**src/rtl/adc_seq_pkg.sv**
```systemverilog
// Shared constants and types for the ADC conversion sequencer.
// Assumes a 3-bit register address space.
package adc_seq_pkg;

    // Register addresses
    localparam int ADR_CTRL  = 0;
    localparam int ADR_STAT  = 1;
    localparam int ADR_START = 2;
    localparam int ADR_RESHI = 3;
    localparam int ADR_RESLO = 4;
    localparam int ADR_PWMT  = 5;

    // Conversion sequencer states
    typedef enum logic [1:0] {
        CS_IDLE   = 2'd0,
        CS_LAUNCH = 2'd1,
        CS_WAIT   = 2'd2
    } conv_state_e;

endpackage

```
**src/rtl/adc_clkdiv.sv**
```systemverilog
// Conversion clock divider.
// Produces a square wave whose period is 2^(div_sel+1) clk cycles.
// Assumes that a change of div_sel may shorten or stretch one half period.
module adc_clkdiv #(
    parameter int SEL_W = 2
) (
    input  logic             clk,
    input  logic             rst_n,
    input  logic [SEL_W-1:0] div_sel,
    output logic             conv_clk
);
    localparam int CNT_W = 2 ** SEL_W;

    logic [CNT_W-1:0] cnt_q;
    logic [CNT_W-1:0] half_m1;

    // Number of clk cycles per half period, minus one
    assign half_m1 = (CNT_W'(1) << div_sel) - CNT_W'(1);

    // Count a half period, then toggle the output
    always_ff @(posedge clk) begin
        if (!rst_n) begin
            cnt_q    <= '0;
            conv_clk <= 1'b0;
        end else if (cnt_q >= half_m1) begin
            cnt_q    <= '0;
            conv_clk <= ~conv_clk;
        end else begin
            cnt_q <= cnt_q + CNT_W'(1);
        end
    end
endmodule

```
**src/rtl/adc_trig_sel.sv**
```systemverilog
// Trigger source selection.
// Merges the start-register request, the external trigger edge and the
// selected PWM event into one trigger pulse.
// Assumes PWM events are single-cycle pulses synchronous to clk.
module adc_trig_sel #(
    parameter int NUM_PWM = 2,
    parameter int PSEL_W  = $clog2(NUM_PWM)
) (
    input  logic               clk,
    input  logic               rst_n,
    input  logic               hw_mode,
    input  logic               sw_start,
    input  logic               hw_trig,
    input  logic               pwm_en,
    input  logic [PSEL_W-1:0]  pwm_sel,
    input  logic [NUM_PWM-1:0] pwm_evt,
    output logic               trig
);
    logic               hw_q;
    logic               hw_rise;
    logic [NUM_PWM-1:0] pwm_hit;

    // Remember the previous external trigger level for edge detection
    always_ff @(posedge clk) begin
        if (!rst_n) hw_q <= 1'b0;
        else        hw_q <= hw_trig;
    end

    assign hw_rise = hw_trig & ~hw_q;

    // Keep only the event of the selected PWM channel
    for (genvar i = 0; i < NUM_PWM; i++) begin : g_pwm
        assign pwm_hit[i] = pwm_evt[i] & (pwm_sel == PSEL_W'(i));
    end

    // The mode picks software or hardware; PWM works in either mode
    always_comb begin
        trig = (hw_mode ? hw_rise : sw_start) | (pwm_en & (|pwm_hit));
    end
endmodule

```
**src/rtl/adc_conv_fsm.sv**
```systemverilog
// Conversion handshake sequencer.
// Leaves idle on a trigger, strobes the converter start for one cycle,
// then waits for end-of-conversion. Triggers are not looked at while busy.
module adc_conv_fsm (
    input  logic clk,
    input  logic rst_n,
    input  logic trig,
    input  logic eoc,
    output logic launch,
    output logic capture,
    output logic busy,
    output logic conv_start
);
    import adc_seq_pkg::*;

    conv_state_e state_q;
    conv_state_e state_d;

    // Next-state logic of the handshake
    always_comb begin
        state_d = state_q;
        case (state_q)
            CS_IDLE:   if (trig) state_d = CS_LAUNCH;
            CS_LAUNCH: state_d = CS_WAIT;
            CS_WAIT:   if (eoc) state_d = CS_IDLE;
            default:   state_d = CS_IDLE;
        endcase
    end

    // State register
    always_ff @(posedge clk) begin
        if (!rst_n) state_q <= CS_IDLE;
        else        state_q <= state_d;
    end

    assign launch     = (state_q == CS_IDLE) && trig;
    assign capture    = (state_q == CS_WAIT) && eoc;
    assign busy       = (state_q != CS_IDLE);
    assign conv_start = (state_q == CS_LAUNCH);
endmodule

```
**src/rtl/adc_result_fmt.sv**
```systemverilog
// Result formatter.
// Maps a RES_W-bit sample onto two DATA_W-bit registers, either split
// (full precision) or left-aligned (truncated high byte).
// Assumes DATA_W < RES_W < 2*DATA_W.
module adc_result_fmt #(
    parameter int RES_W  = 10,
    parameter int DATA_W = 8
) (
    input  logic [RES_W-1:0]  sample,
    input  logic              fmt_short,
    output logic [DATA_W-1:0] hi_byte,
    output logic [DATA_W-1:0] lo_byte
);
    localparam int EXTRA = RES_W - DATA_W;

    // Select the layout of both result bytes
    always_comb begin
        if (fmt_short) begin
            hi_byte = sample[RES_W-1:EXTRA];
            lo_byte = {sample[EXTRA-1:0], {(DATA_W-EXTRA){1'b0}}};
        end else begin
            hi_byte = DATA_W'(sample[RES_W-1:DATA_W]);
            lo_byte = sample[DATA_W-1:0];
        end
    end
endmodule

```
**src/rtl/adc_seq_ctrl.sv**
```systemverilog
// ADC conversion sequencer, top level.
// Holds the register file and connects the clock divider, the trigger
// selection, the handshake sequencer and the result formatter.
// Assumes a single-cycle register bus with combinational read data and
// a converter that returns one eoc pulse per start strobe.
module adc_seq_ctrl #(
    parameter int CH_W    = 2,
    parameter int RES_W   = 10,
    parameter int DATA_W  = 8,
    parameter int ADDR_W  = 3,
    parameter int NUM_PWM = 2,
    parameter int SEL_W   = 2
) (
    input  logic               clk,
    input  logic               rst_n,
    input  logic [ADDR_W-1:0]  sfr_addr,
    input  logic               sfr_wr,
    input  logic [DATA_W-1:0]  sfr_wdata,
    output logic [DATA_W-1:0]  sfr_rdata,
    input  logic               hw_trig,
    input  logic [NUM_PWM-1:0] pwm_evt,
    output logic               adc_clk,
    output logic               adc_start,
    output logic [CH_W-1:0]    adc_chan,
    input  logic               adc_eoc,
    input  logic [RES_W-1:0]   adc_data,
    output logic               irq
);
    import adc_seq_pkg::*;

    localparam int PSEL_W  = $clog2(NUM_PWM);
    localparam int CH_LSB  = 1;
    localparam int DIV_LSB = CH_LSB + CH_W;
    localparam int FMT_BIT = DIV_LSB + SEL_W;
    localparam int IEN_BIT = FMT_BIT + 1;

    // Control fields
    logic              mode_q;
    logic [CH_W-1:0]   chan_q;
    logic [SEL_W-1:0]  div_q;
    logic              fmt_q;
    logic              ien_q;
    // PWM trigger setup
    logic              pwm_en_q;
    logic [PSEL_W-1:0] pwm_sel_q;
    // Status, start and results
    logic              start_q;
    logic              done_q;
    logic [DATA_W-1:0] res_hi_q;
    logic [DATA_W-1:0] res_lo_q;

    logic wr_ctrl, wr_stat, wr_start, wr_pwmt;
    logic trig, launch, capture, conv_busy;
    logic [DATA_W-1:0] fmt_hi, fmt_lo;
    logic unused_wdata;

    assign wr_ctrl  = sfr_wr && (sfr_addr == ADDR_W'(ADR_CTRL));
    assign wr_stat  = sfr_wr && (sfr_addr == ADDR_W'(ADR_STAT));
    assign wr_start = sfr_wr && (sfr_addr == ADDR_W'(ADR_START));
    assign wr_pwmt  = sfr_wr && (sfr_addr == ADDR_W'(ADR_PWMT));
    assign unused_wdata = ^sfr_wdata[DATA_W-1:IEN_BIT+1];

    // Control register fields
    always_ff @(posedge clk) begin
        if (!rst_n) begin
            mode_q <= 1'b0;
            chan_q <= '0;
            div_q  <= '0;
            fmt_q  <= 1'b0;
            ien_q  <= 1'b0;
        end else if (wr_ctrl) begin
            mode_q <= sfr_wdata[0];
            chan_q <= sfr_wdata[DIV_LSB-1:CH_LSB];
            div_q  <= sfr_wdata[FMT_BIT-1:DIV_LSB];
            fmt_q  <= sfr_wdata[FMT_BIT];
            ien_q  <= sfr_wdata[IEN_BIT];
        end
    end

    // PWM trigger setup register
    always_ff @(posedge clk) begin
        if (!rst_n) begin
            pwm_en_q  <= 1'b0;
            pwm_sel_q <= '0;
        end else if (wr_pwmt) begin
            pwm_en_q  <= sfr_wdata[0];
            pwm_sel_q <= sfr_wdata[PSEL_W:1];
        end
    end

    // Start request: accepted only in software mode when idle, cleared on launch
    always_ff @(posedge clk) begin
        if (!rst_n)                               start_q <= 1'b0;
        else if (launch)                          start_q <= 1'b0;
        else if (wr_start && !mode_q && !conv_busy) start_q <= sfr_wdata[0];
    end

    // Done flag: set on capture, cleared on launch or by writing 0
    always_ff @(posedge clk) begin
        if (!rst_n)                          done_q <= 1'b0;
        else if (capture)                    done_q <= 1'b1;
        else if (launch)                     done_q <= 1'b0;
        else if (wr_stat && !sfr_wdata[0])   done_q <= 1'b0;
    end

    // Result registers, loaded when the conversion is captured
    always_ff @(posedge clk) begin
        if (!rst_n) begin
            res_hi_q <= '0;
            res_lo_q <= '0;
        end else if (capture) begin
            res_hi_q <= fmt_hi;
            res_lo_q <= fmt_lo;
        end
    end

    // Read data multiplexer
    always_comb begin
        sfr_rdata = '0;
        case (sfr_addr)
            ADDR_W'(ADR_CTRL):  sfr_rdata = DATA_W'({ien_q, fmt_q, div_q, chan_q, mode_q});
            ADDR_W'(ADR_STAT):  sfr_rdata = DATA_W'({conv_busy, done_q});
            ADDR_W'(ADR_START): sfr_rdata = DATA_W'(start_q);
            ADDR_W'(ADR_RESHI): sfr_rdata = res_hi_q;
            ADDR_W'(ADR_RESLO): sfr_rdata = res_lo_q;
            ADDR_W'(ADR_PWMT):  sfr_rdata = DATA_W'({pwm_sel_q, pwm_en_q});
            default:            sfr_rdata = '0;
        endcase
    end

    adc_clkdiv #(.SEL_W(SEL_W)) i_clkdiv (
        .clk      (clk),
        .rst_n    (rst_n),
        .div_sel  (div_q),
        .conv_clk (adc_clk)
    );

    adc_trig_sel #(.NUM_PWM(NUM_PWM), .PSEL_W(PSEL_W)) i_trig (
        .clk      (clk),
        .rst_n    (rst_n),
        .hw_mode  (mode_q),
        .sw_start (start_q),
        .hw_trig  (hw_trig),
        .pwm_en   (pwm_en_q),
        .pwm_sel  (pwm_sel_q),
        .pwm_evt  (pwm_evt),
        .trig     (trig)
    );

    adc_conv_fsm i_fsm (
        .clk        (clk),
        .rst_n      (rst_n),
        .trig       (trig),
        .eoc        (adc_eoc),
        .launch     (launch),
        .capture    (capture),
        .busy       (conv_busy),
        .conv_start (adc_start)
    );

    adc_result_fmt #(.RES_W(RES_W), .DATA_W(DATA_W)) i_fmt (
        .sample    (adc_data),
        .fmt_short (fmt_q),
        .hi_byte   (fmt_hi),
        .lo_byte   (fmt_lo)
    );

    assign adc_chan = chan_q;
    assign irq      = done_q & ien_q;
endmodule

```
**config.mk**
```make
export PLATFORM = sky130hd
export DESIGN_NAME = adc_seq_ctrl
export DESIGN_NICKNAME = d
export VERILOG_FILES = /design/src/rtl/adc_seq_pkg.sv /design/src/rtl/adc_clkdiv.sv /design/src/rtl/adc_trig_sel.sv /design/src/rtl/adc_conv_fsm.sv /design/src/rtl/adc_result_fmt.sv /design/src/rtl/adc_seq_ctrl.sv
export SDC_FILE = /design/constraint.sdc
export NUM_CORES = 1
export LEC_CHECK = 0
export CAP_MARGIN = 5
export CELL_PAD_IN_SITES_DETAIL_PLACEMENT = 1
export CELL_PAD_IN_SITES_GLOBAL_PLACEMENT = 2
export CORE_UTILIZATION = 40
export CTS_CLUSTER_SIZE = 12
export DETAILED_ROUTE_END_ITERATION = 7
export DONT_BUFFER_PORTS = 1
export GPL_TIMING_DRIVEN = 0
export PLACE_DENSITY_LB_ADDON = 0.1
export SKIP_CTS_REPAIR_TIMING = 1
export SYNTH_ARGS = -nofsm -noshare
export SYNTH_HDL_FRONTEND = slang
export SYNTH_SLANG_ARGS = --single-unit
export TNS_END_PERCENT = 20
```
**constraint.sdc**
```tcl
create_clock -name clk -period 2.46 [get_ports clk]
set_input_delay 0.369 -clock clk [delete_from_list [all_inputs] [get_ports clk]]
set_output_delay 0.369 -clock clk [all_outputs]
set_load 0.01 [all_outputs]
```
==> impl_metrics.env, run 1 <==
export IMPL_antenna_left=0
export IMPL_start_kind="flop"
export IMPL_worstMarginPinSlew_ns=0.5477
export IMPL_yosysSeqAreaShare_pct=39.00
export IMPL_p_comb_share_pct=7.4
export IMPL_period_needed_ns=1.952
export IMPL_grt_pass1_wl_um=7307
export IMPL_worst_path_max_fanout=10
export IMPL_cts_sinks=35
export IMPL_clock_latency_ns=0.29
export IMPL_maxCapViolCount=0
export IMPL_finalHoldViolations=0
export IMPL_crit_chain="buf_2 > clkbuf_1 > mux2i_1 > o21ai_0"
export IMPL_tns_ns=0
export IMPL_grt_overflow=0
export IMPL_core_area_sq_mm=0.004324
export IMPL_status="finished clean"
export IMPL_first_pass_iters=4
export IMPL_ys_ff_latch=35
export IMPL_grt_start_max_net_pins=11
export IMPL_clkPwrFrac_pct=40.7
export IMPL_cts_inserted_buffers=5
export IMPL_yosysTopAreaCell="dfxtp_1"
export IMPL_synth_cell_type_count=43
export IMPL_tritoncts="built"
export IMPL_rows=24
export IMPL_worstPathRequired_ns=2.09
export IMPL_worst_clock_skew_ns=0.003306
export IMPL_finalSetupViolations=0
export IMPL_place_detailed_hpwl_um=3338
export IMPL_die_width_um=69.02
export IMPL_root_buffer="clkbuf_8"
export IMPL_fp_dieArea_sq_mm=0.004764
export IMPL_synth_top_area_share_pct=39.00
export IMPL_end_kind="output port"
export IMPL_drv_slew=0
export IMPL_yosysWarnings=0
export IMPL_powerDensity_mw_per_mm2=578.7
export IMPL_ff_latch_area_sq_um=700.7
export IMPL_drc_errors=0
export IMPL_place_port_buffers=0
export IMPL_clk_pin_slew_ns=0.07
export IMPL_area_delta_synth_final_pct=9.192
export IMPL_switchingPower_w=0.0002620
export IMPL_vias=1406
export IMPL_avgSynthCellArea_sq_um=9.261
export IMPL_sw_frac_of_total_pct=23.08
export IMPL_grt_pass1_vias=1479
export IMPL_fmax_mhz=512.4
export IMPL_power_total_w=0.001135
export IMPL_netlist_instances=194
export IMPL_crit_type="reg2out"
export IMPL_post_route_period_util_pct=79.33
export IMPL_hold_path_depth=1
export IMPL_synth_area_leaders="dfxtp_1 (39%), mux2i_1 (12%), nand2_1 (5.6%)"
export IMPL_dieHeight_um=69.02
export IMPL_ir_drop_uv=280.2
export IMPL_antenna_found_initial=0
export IMPL_htree_levels=2
export IMPL_syn_num_nets=227
export IMPL_nNetsFinal=234
export IMPL_ios=41
export IMPL_clock_path_buffers=2
export IMPL_multi_input_area_sq_mm=0.001021
export IMPL_wire_per_inst_um=17.44
export IMPL_drt_total_wl_um=4429
export IMPL_track_usage_pct=19.89
export IMPL_post_drt_via_cell_ratio=5.535
export IMPL_max_stage_delay_ns=0.33
export IMPL_n_antenna_cell=0
export IMPL_cp_slowest_cell="clkbuf_1"
export IMPL_fillers=510
export IMPL_crit_arrival_ns=1.58
export IMPL_first_iter_violations=48
export IMPL_hold_class="in2reg"
export IMPL_ys_async_sr_fraction_pct=0
export IMPL_place_congestion=0.7312
export IMPL_leakagePower_nw=0.7362
export IMPL_r2r_cells=6
export IMPL_syn_cell_area_sq_mm=0.001797
export IMPL_synth_edf_count=0
export IMPL_pwr_share_seq_pct=51.9
export IMPL_ys_flop_type="dfxtp_1"
export IMPL_relSlewSlack_pct=63.35
export IMPL_p_int_w=0.0008734
export IMPL_drive_above_1_share_pct=9.901
export IMPL_rsz0062_at_grt="false"
export IMPL_start_util_pct=41.55
[critical path, delay by kind of cell (launching register included)]
kind                   cells  cell delay, ns
buffers and inverters      2            0.54
AOI/OAI and AO/OA          1            0.33
muxes                      1            0.11
DFF                        1            0.31
[registers in the layout, indices dropped and copies added (netlist names), 2 cells and up]
name            count
adc_chan            2
div_q               2
i_clkdiv.cnt_q      4
i_fsm.state_q       2
res_hi_q            8
res_lo_q            8
[Yosys cell counts (all sizes together) (2+ instances only)]
| cell type | n |
|---|---|
| nand2 | 27 |
| mux2i | 22 |
| nor2b | 10 |
| o211a | 4 |
| o21ai | 9 |
| and3b | 2 |
| nor3b | 3 |
| nand3 | 7 |
| and2 | 3 |
| nor2 | 8 |
| inv | 5 |
| a21boi | 13 |
| nand2b | 3 |
| nand3b | 7 |
| ha | 5 |
| dfxtp | 35 |
| buf | 5 |
| or2 | 2 |
| clkbuf | 6 |
| mux2 | 2 |
[cells in the final DEF, fill, tap and decap left out, types with 2 or more instances in the layout]
cell | Yosys | final
dfxtp_1 | 35 | 35
nand2_1 | 27 | 27
mux2i_1 | 22 | 22
a21boi_0 | 12 | 12
nor2b_1 | 10 | 10
o21ai_0 | 9 | 9
nor2_1 | 7 | 7
clkbuf_1 | 6 | 7
nand3b_1 | 7 | 7
nand3_1 | 7 | 7
clkbuf_8 | 0 | 7
inv_1 | 5 | 5
ha_1 | 5 | 5
o211a_1 | 4 | 4
buf_2 | 3 | 3
and2_1 | 3 | 3
nor3b_1 | 2 | 2
mux2_2 | 2 | 2
and3b_1 | 2 | 2
nand2b_1 | 2 | 2
[metal layers]
layer | track usage [%] | share of wire, % | vias up | routed length [um]
li1 | - | - | 686 | -
met1 | 23.02 | 43 | 683 | 1925
met2 | 34.63 | 49 | 32 | 2183
met3 | 5.994 | 5.8 | 5 | 257
met4 | 6.803 | 1.4 | 0 | 62
met5 | 0 | 0 | - | 0
[logic make-up after synthesis]
group / count (synthesis) / share of synthesized area [%]
simple gates: 77 / 24.30
buf+inv: 16 / 4.178
xor+xnor: 2 / 0.9751
mux: 25 / 14.76
other cells: 1 / 0.2087
compound gates: 33 / 13.09
fa+ha+maj: 5 / 3.482
flops: 35 / 39.00
[power groups by stage]
| stage | sequential [W] | combinational (W) | clock, W |
|---|---|---|---|
| floorplan | 0.000599 | 0.0000672 | 0 |
| global placement | 0.000602 | 0.0000823 | 0 |
| detailed placement | 0.000603 | 0.0000852 | 0 |
| CTS | 0.000590 | 0.0000856 | 0.000470 |
| global route | 0.000591 | 0.0000938 | 0.000503 |
| finish | 0.000589 | 0.0000841 | 0.000462 |
[per-stage QoR]
step	util [%]	hold slack (ns)	instance area (sq um)	worst slack, ns	std cells
6_report	45.37	0.2045	1962	0.5084	254
5_1_grt	45.37	0.1990	1962	0.3338	254
4_1_cts	45.37	0.2010	1962	0.4911	254
3_5_place_dp	43.06	0.4590	1862	0.6708	246
3_3_place_gp	43.06	0.4459	1862	0.6915	246
2_1_floorplan	-	0.4297	1797	0.8489	194
[final timing paths]
kind	start	to	slack (ns)
worst max register to register	div_q[1]	i_clkdiv.cnt_q[2]	0.70
worst min register to register	res_hi_q[5]	res_hi_q[5]	0.47
worst max-delay path	fmt_q	sfr_rdata[5]	0.51
worst min-delay path	hw_trig	i_trig.hw_q	0.20
[layout make-up]
| cell class | count | share of cell area [%] |
|---|---|---|
| Sequential cell | 35 | 35.71 |
| Clock buffer | 8 | 5.102 |
| Inverter | 5 | 0.9566 |
| Tap cell | 52 | 3.316 |
| Buffer | 11 | 2.870 |
| Multi-Input combinational cell | 143 | 52.04 |
(Power assumes the default switching activity.)
==> run 2, diff against run 1 <==
Settings changed: ABC_AREA from default to 1, CORE_UTILIZATION 40 to 31.
Clock period 2.46 ns to 1.6 ns, I/O delays scaled along.
==> impl_metrics.env, run 2 <==
export IMPL_status="finished clean"
export IMPL_switchingPower_w=0.0004576
export IMPL_grt_start_max_net_pins=11
export IMPL_crit_type="reg2out"
export IMPL_die_width_um=77.39
export IMPL_syn_num_nets=268
export IMPL_yosysTopAreaCell="dfxtp_1"
export IMPL_grt_overflow=0
export IMPL_post_route_period_util_pct=91.13
export IMPL_layout_commonest_cell="nand2_1"
export IMPL_antenna_left=0
export IMPL_clock_latency_ns=0.29
export IMPL_clkPwrFrac_pct=36.9
export IMPL_crit_cells=4
export IMPL_sw_frac_of_total_pct=26.63
export IMPL_p_int_w=0.001260
export IMPL_powerDensity_mw_per_mm2=888.8
export IMPL_syn_cell_area_sq_mm=0.001762
export IMPL_netlist_instances=235
export IMPL_tns_ns=0
export IMPL_ir_drop_uv=280.0
export IMPL_r2r_end="i_clkdiv.conv_clk"
export IMPL_grt_pass1_wl_um=8535
export IMPL_wire_per_inst_um=15.72
export IMPL_first_iter_violations=36
export IMPL_worstPathRequired_ns=1.36
export IMPL_critPathTopFamily="flip-flops"
export IMPL_ios=41
export IMPL_synthAdderAreaFrac_pct=3.551
export IMPL_rsz0062_at_grt="false"
export IMPL_holdCritStartpoint="hw_trig"
export IMPL_fp_dieArea_sq_mm=0.005988
export IMPL_yosysSeqAreaShare_pct=39.77
export IMPL_leakagePower_nw=0.7897
export IMPL_cp_slowest_cell="dfxtp_1"
export IMPL_antenna_found_initial=0
export IMPL_finalSetupViolations=0
export IMPL_cts_sinks=35
export IMPL_rows=27
export IMPL_placed_cells=307
export IMPL_most_common_layout_cells="nand2_1 (45), inv_1 (36), dfxtp_1 (35), a21oi_1 (23), nor2_1 (18)"
export IMPL_grt_pass1_vias=1685
export IMPL_crit_arrival_ns=1.22
export IMPL_track_usage_pct=18.60
export IMPL_dieHeight_um=77.39
export IMPL_drc_errors=0
export IMPL_clk_pin_slew_ns=0.07
export IMPL_synth_top_family_by_area="simple AND/OR/NAND/NOR gates"
export IMPL_ys_top_cells_by_count="nand2_1 (45), inv_1 (36), dfxtp_1 (35)"
export IMPL_clock_path_buffers=2
export IMPL_n_antenna_cell=0
export IMPL_drive_above_1_share_pct=12.35
export IMPL_start_kind="flop"
export IMPL_tritoncts="built"
export IMPL_yosysWarnings=0
export IMPL_synth_compound_area_share_pct=21.73
export IMPL_place_detailed_hpwl_um=3798
export IMPL_drv_slew=0
export IMPL_p_comb_share_pct=9.7
export IMPL_finalHoldViolations=0
export IMPL_synth_cell_type_count=30
export IMPL_yosysMostFrequentCell="nand2_1"
export IMPL_yosys_mux_area_fraction_pct=0
export IMPL_ys_ff_latch=35
export IMPL_synth_edf_count=0
export IMPL_place_congestion=0.7322
export IMPL_synth_simple_area_share_pct=22.23
export IMPL_ys_flop_type="dfxtp_1"
export IMPL_vias=1533
export IMPL_rr_startpoint="div_q[1]"
export IMPL_cp_num_buf_inv=1
export IMPL_htree_levels=2
export IMPL_hold_path_depth=2
export IMPL_final_cell_count_no_fill=315
export IMPL_worst_path_max_fanout=4
export IMPL_end_kind="output port"
export IMPL_first_pass_iters=4
export IMPL_worst_clock_skew_ns=0.005174
export IMPL_reg_top3="res_hi_q: 8 flops, res_lo_q: 8 flops, i_clkdiv.cnt_q: 4 flops"
export IMPL_cts_inserted_buffers=5
export IMPL_power_total_w=0.001718
export IMPL_drt_total_wl_um=4951
export IMPL_timing_reg2reg_setup_slack_ns=0.26
export IMPL_hold_class="in2reg"
export IMPL_fmax_mhz=685.8
export IMPL_maxCapViolCount=0
export IMPL_placed_cell_area_sq_mm=0.001852
export IMPL_root_buffer="clkbuf_8"
export IMPL_nNetsFinal=275
export IMPL_max_stage_delay_ns=0.34
export IMPL_place_port_buffers=0
export IMPL_post_drt_via_cell_ratio=4.867
export IMPL_crit_chain="nor2_1 > inv_1 > a22oi_1 > nand2_1"
export IMPL_ys_async_sr_fraction_pct=0
export IMPL_area_delta_synth_final_pct=9.730
export IMPL_synth_top_area_share_pct=39.77
export IMPL_pwr_share_seq_pct=53.4
export IMPL_core_area_sq_mm=0.005507
export IMPL_synth_area_leaders="dfxtp_1 (40%), nand2_1 (9.6%), inv_1 (7.7%)"
export IMPL_final_area_sq_mm=0.001933
export IMPL_start_util_pct=31.99
export IMPL_period_needed_ns=1.458
export IMPL_min_to="i_trig.hw_q"
export IMPL_synth_xor_area_share_pct=0.9943
export IMPL_r2r_cells=9
export IMPL_avgSynthCellArea_sq_um=7.497
export IMPL_utilization_pct=35.11
[run 2: power by group through the flow]
stage          Combinational (W)  Clock [W]  Sequential (W)
2_1_floorplan           0.000129          0        0.000934
3_3_place_gp            0.000168          0        0.000937
4_1_cts                 0.000170   0.000663        0.000917
3_5_place_dp            0.000169          0        0.000938
5_1_grt                 0.000194   0.000704        0.000922
6_report                0.000167   0.000634        0.000917
[run 2: worst max-delay path by stage]
stage | startpoint | endpoint
after floorplan | div_q[1] | i_clkdiv.conv_clk
after global placement | div_q[1] | i_clkdiv.conv_clk
after detailed placement | div_q[1] | i_clkdiv.conv_clk
after CTS | fmt_q | sfr_rdata[5]
after global routing | i_fsm.state_q[1] | sfr_rdata[1]
final | i_fsm.state_q[1] | sfr_rdata[1]
[run 2: routing by layer]
layer	track usage, %	vias to the layer above	share of wire, %
li1	-	788	-
met1	24.33	713	50
met2	29.20	28	44
met3	6.000	4	4.8
met4	5.094	0	0.93
met5	0	-	0
[run 2: per-stage QoR]
stage,hold slack [ns],worst slack [ns]
3_5_place_dp,0.3441,0.2590
5_1_grt,0.06750,0.02863
2_1_floorplan,0.3335,0.4279
3_3_place_gp,0.3402,0.2744
4_1_cts,0.04256,0.1412
6_report,0.05420,0.1419
[run 2: cell type report]
type,instances,area (sq um)
Clock buffer,7,76.32
Tap cell,72,90.09
Clock inverter,1,5.005
Fill cell,695,3573
Sequential cell,35,700.7
Inverter,38,147.6
Buffer,8,55.05
Multi-Input combinational cell,154,858.3
[run 2: logic make-up (layout without fill, tap and decap cells)]
family,count (synthesis),count (layout)
xor+xnor,2,2
flops,35,35
buf+inv,46,54
simple gates,86,86
other cells,1,1
fa+ha+maj,5,5
compound gates,60,60
==> run 3, diff against run 2 <==
Settings changed: CTS_BUF_LIST from default to sky130_fd_sc_hd__clkbuf_16, RECOVER_POWER from default to 100.
==> impl_metrics.env, run 3 (synthesis results as in run 2) <==
export IMPL_final_cell_count_no_fill=315
export IMPL_setup_worst_path_start="fmt_q"
export IMPL_first_pass_iters=4
export IMPL_most_common_layout_cells="nand2_1 (46), inv_1 (38), dfxtp_1 (35), a21oi_1 (23), nor2_1 (18)"
export IMPL_finalHoldViolations=0
export IMPL_post_route_period_util_pct=92.61
export IMPL_tns_ns=0
export IMPL_timing_reg2reg_setup_slack_ns=0.17
export IMPL_ios=41
export IMPL_status="finished clean"
export IMPL_worst_clock_skew_ns=0.006552
export IMPL_antenna_found_initial=0
export IMPL_wire_per_inst_um=15.80
export IMPL_grt_overflow=0
export IMPL_cts_inserted_buffers=5
export IMPL_crit_arrival_ns=1.24
export IMPL_power_total_w=0.002005
export IMPL_start_util_pct=31.99
export IMPL_start_kind="flop"
export IMPL_multi_input_area_sq_um=845.8
export IMPL_r2r_cells=5
export IMPL_layout_commonest_cell="nand2_1"
export IMPL_grt_pass1_vias=1680
export IMPL_endpoint="sfr_rdata[5]"
export IMPL_fp_dieArea_sq_mm=0.005988
export IMPL_htree_levels=2
export IMPL_n_antenna_cell=0
export IMPL_finalSetupViolations=0
export IMPL_die_width_um=77.39
export IMPL_fillers=695
export IMPL_final_area_sq_mm=0.001953
export IMPL_antenna_left=0
export IMPL_clock_path_buffers=2
export IMPL_powerDensity_mw_per_mm2=1027
export IMPL_drive_above_1_share_pct=9.877
export IMPL_track_usage_pct=18.60
export IMPL_grt_pass1_wl_um=8528
export IMPL_relSlewSlack_pct=53.57
export IMPL_rr_startpoint="i_fsm.state_q[0]"
export IMPL_tritoncts="built"
export IMPL_placed_cell_area_sq_mm=0.001852
export IMPL_vias=1526
export IMPL_worstPathRequired_ns=1.36
export IMPL_rsz0062_at_grt="false"
export IMPL_period_needed_ns=1.482
export IMPL_root_buffer="clkbuf_16"
export IMPL_crit_type="reg2out"
export IMPL_place_port_buffers=0
export IMPL_clock_latency_ns=0.28
export IMPL_hold_class="in2reg"
export IMPL_first_iter_violations=37
export IMPL_drc_errors=0
export IMPL_clk_pin_slew_ns=0.05
export IMPL_place_detailed_hpwl_um=3798
export IMPL_leakagePower_nw=0.7964
export IMPL_worst_path_max_fanout=10
export IMPL_place_congestion=0.7322
export IMPL_drv_slew=0
export IMPL_holdWs_ns=0.06743
export IMPL_ff_latch_area_sq_um=700.7
export IMPL_maxCapViolCount=0
export IMPL_nNetsFinal=275
export IMPL_reg_top3="res_hi_q: 8 flops, res_lo_q: 8 flops, i_clkdiv.cnt_q: 4 flops"
export IMPL_ir_drop_uv=397.4
export IMPL_end_kind="output port"
export IMPL_drt_total_wl_um=4977
export IMPL_core_area_sq_mm=0.005507
export IMPL_r2r_end="res_lo_q[6]"
export IMPL_cts_sinks=35
export IMPL_post_drt_via_cell_ratio=4.844
export IMPL_dieHeight_um=77.39
export IMPL_placed_cells=307
export IMPL_fmax_mhz=674.9
export IMPL_worstMarginPinSlew_ns=0.6965
export IMPL_area_delta_synth_final_pct=10.87
export IMPL_grt_start_max_net_pins=11
export IMPL_rows=27
[run 3: cell count changes in the layout (fill, tap and decap cells not counted), moves of 2 or more]
cell       previous run  this run
buf_2                 7         3
clkbuf_1              2         4
clkbuf_16             0         5
clkbuf_8              5         0
inv_1                36        38
[run 3: per-stage QoR]
step / util (%) / setup WS (ns)
2_1_floorplan: - / 0.4279
3_3_place_gp: 33.63 / 0.2744
3_5_place_dp: 33.63 / 0.2590
4_1_cts: 36.13 / 0.1605
5_1_grt: 35.47 / 0.03044
6_report: 35.47 / 0.1183
[run 3: power breakdown]
group | leakage [nW] | internal [W] | switching [W]
Clock | 0.0762 | 0.000562 | 0.000363
Sequential | 0.284 | 0.000899 | 0.0000189
Combinational | 0.437 | 0.0000528 | 0.000109
[run 3: worst min path at each step]
| stage | depth (start not counted) | startpoint | slack [ns] | to |
|---|---|---|---|---|
| finish | 2 | hw_trig | 0.07 | i_trig.hw_q |
| CTS | 2 | hw_trig | 0.06 | i_trig.hw_q |
| detailed placement | 2 | hw_trig | 0.34 | i_trig.hw_q |
| global placement | 2 | hw_trig | 0.34 | i_trig.hw_q |
| global route | 2 | hw_trig | 0.09 | i_trig.hw_q |
| floorplan | 2 | hw_trig | 0.33 | i_trig.hw_q |
[run 3: critical path: stages, from the launching register on]
cell and delay [ns]:
dfxtp_1 0.33, inv_1 0.06, clkbuf_2 0.21, o221ai_1 0.36
[run 3: area by class of cell]
cell class	instances	area share (%)
Inverter	38	7.367
Tap cell	72	4.612
Multi-Input combinational cell	154	43.31
Clock buffer	5	6.406
Clock inverter	3	0.6406
Sequential cell	35	35.87
Buffer	8	1.794
[run 3: routing by layer]
layer,vias up,part of all wire [%],global-route usage [%]
li1,789,-,-
met1,704,51,24.55
met2,27,43,28.94
met3,6,4.9,5.647
met4,0,1.1,5.660
met5,-,0,0
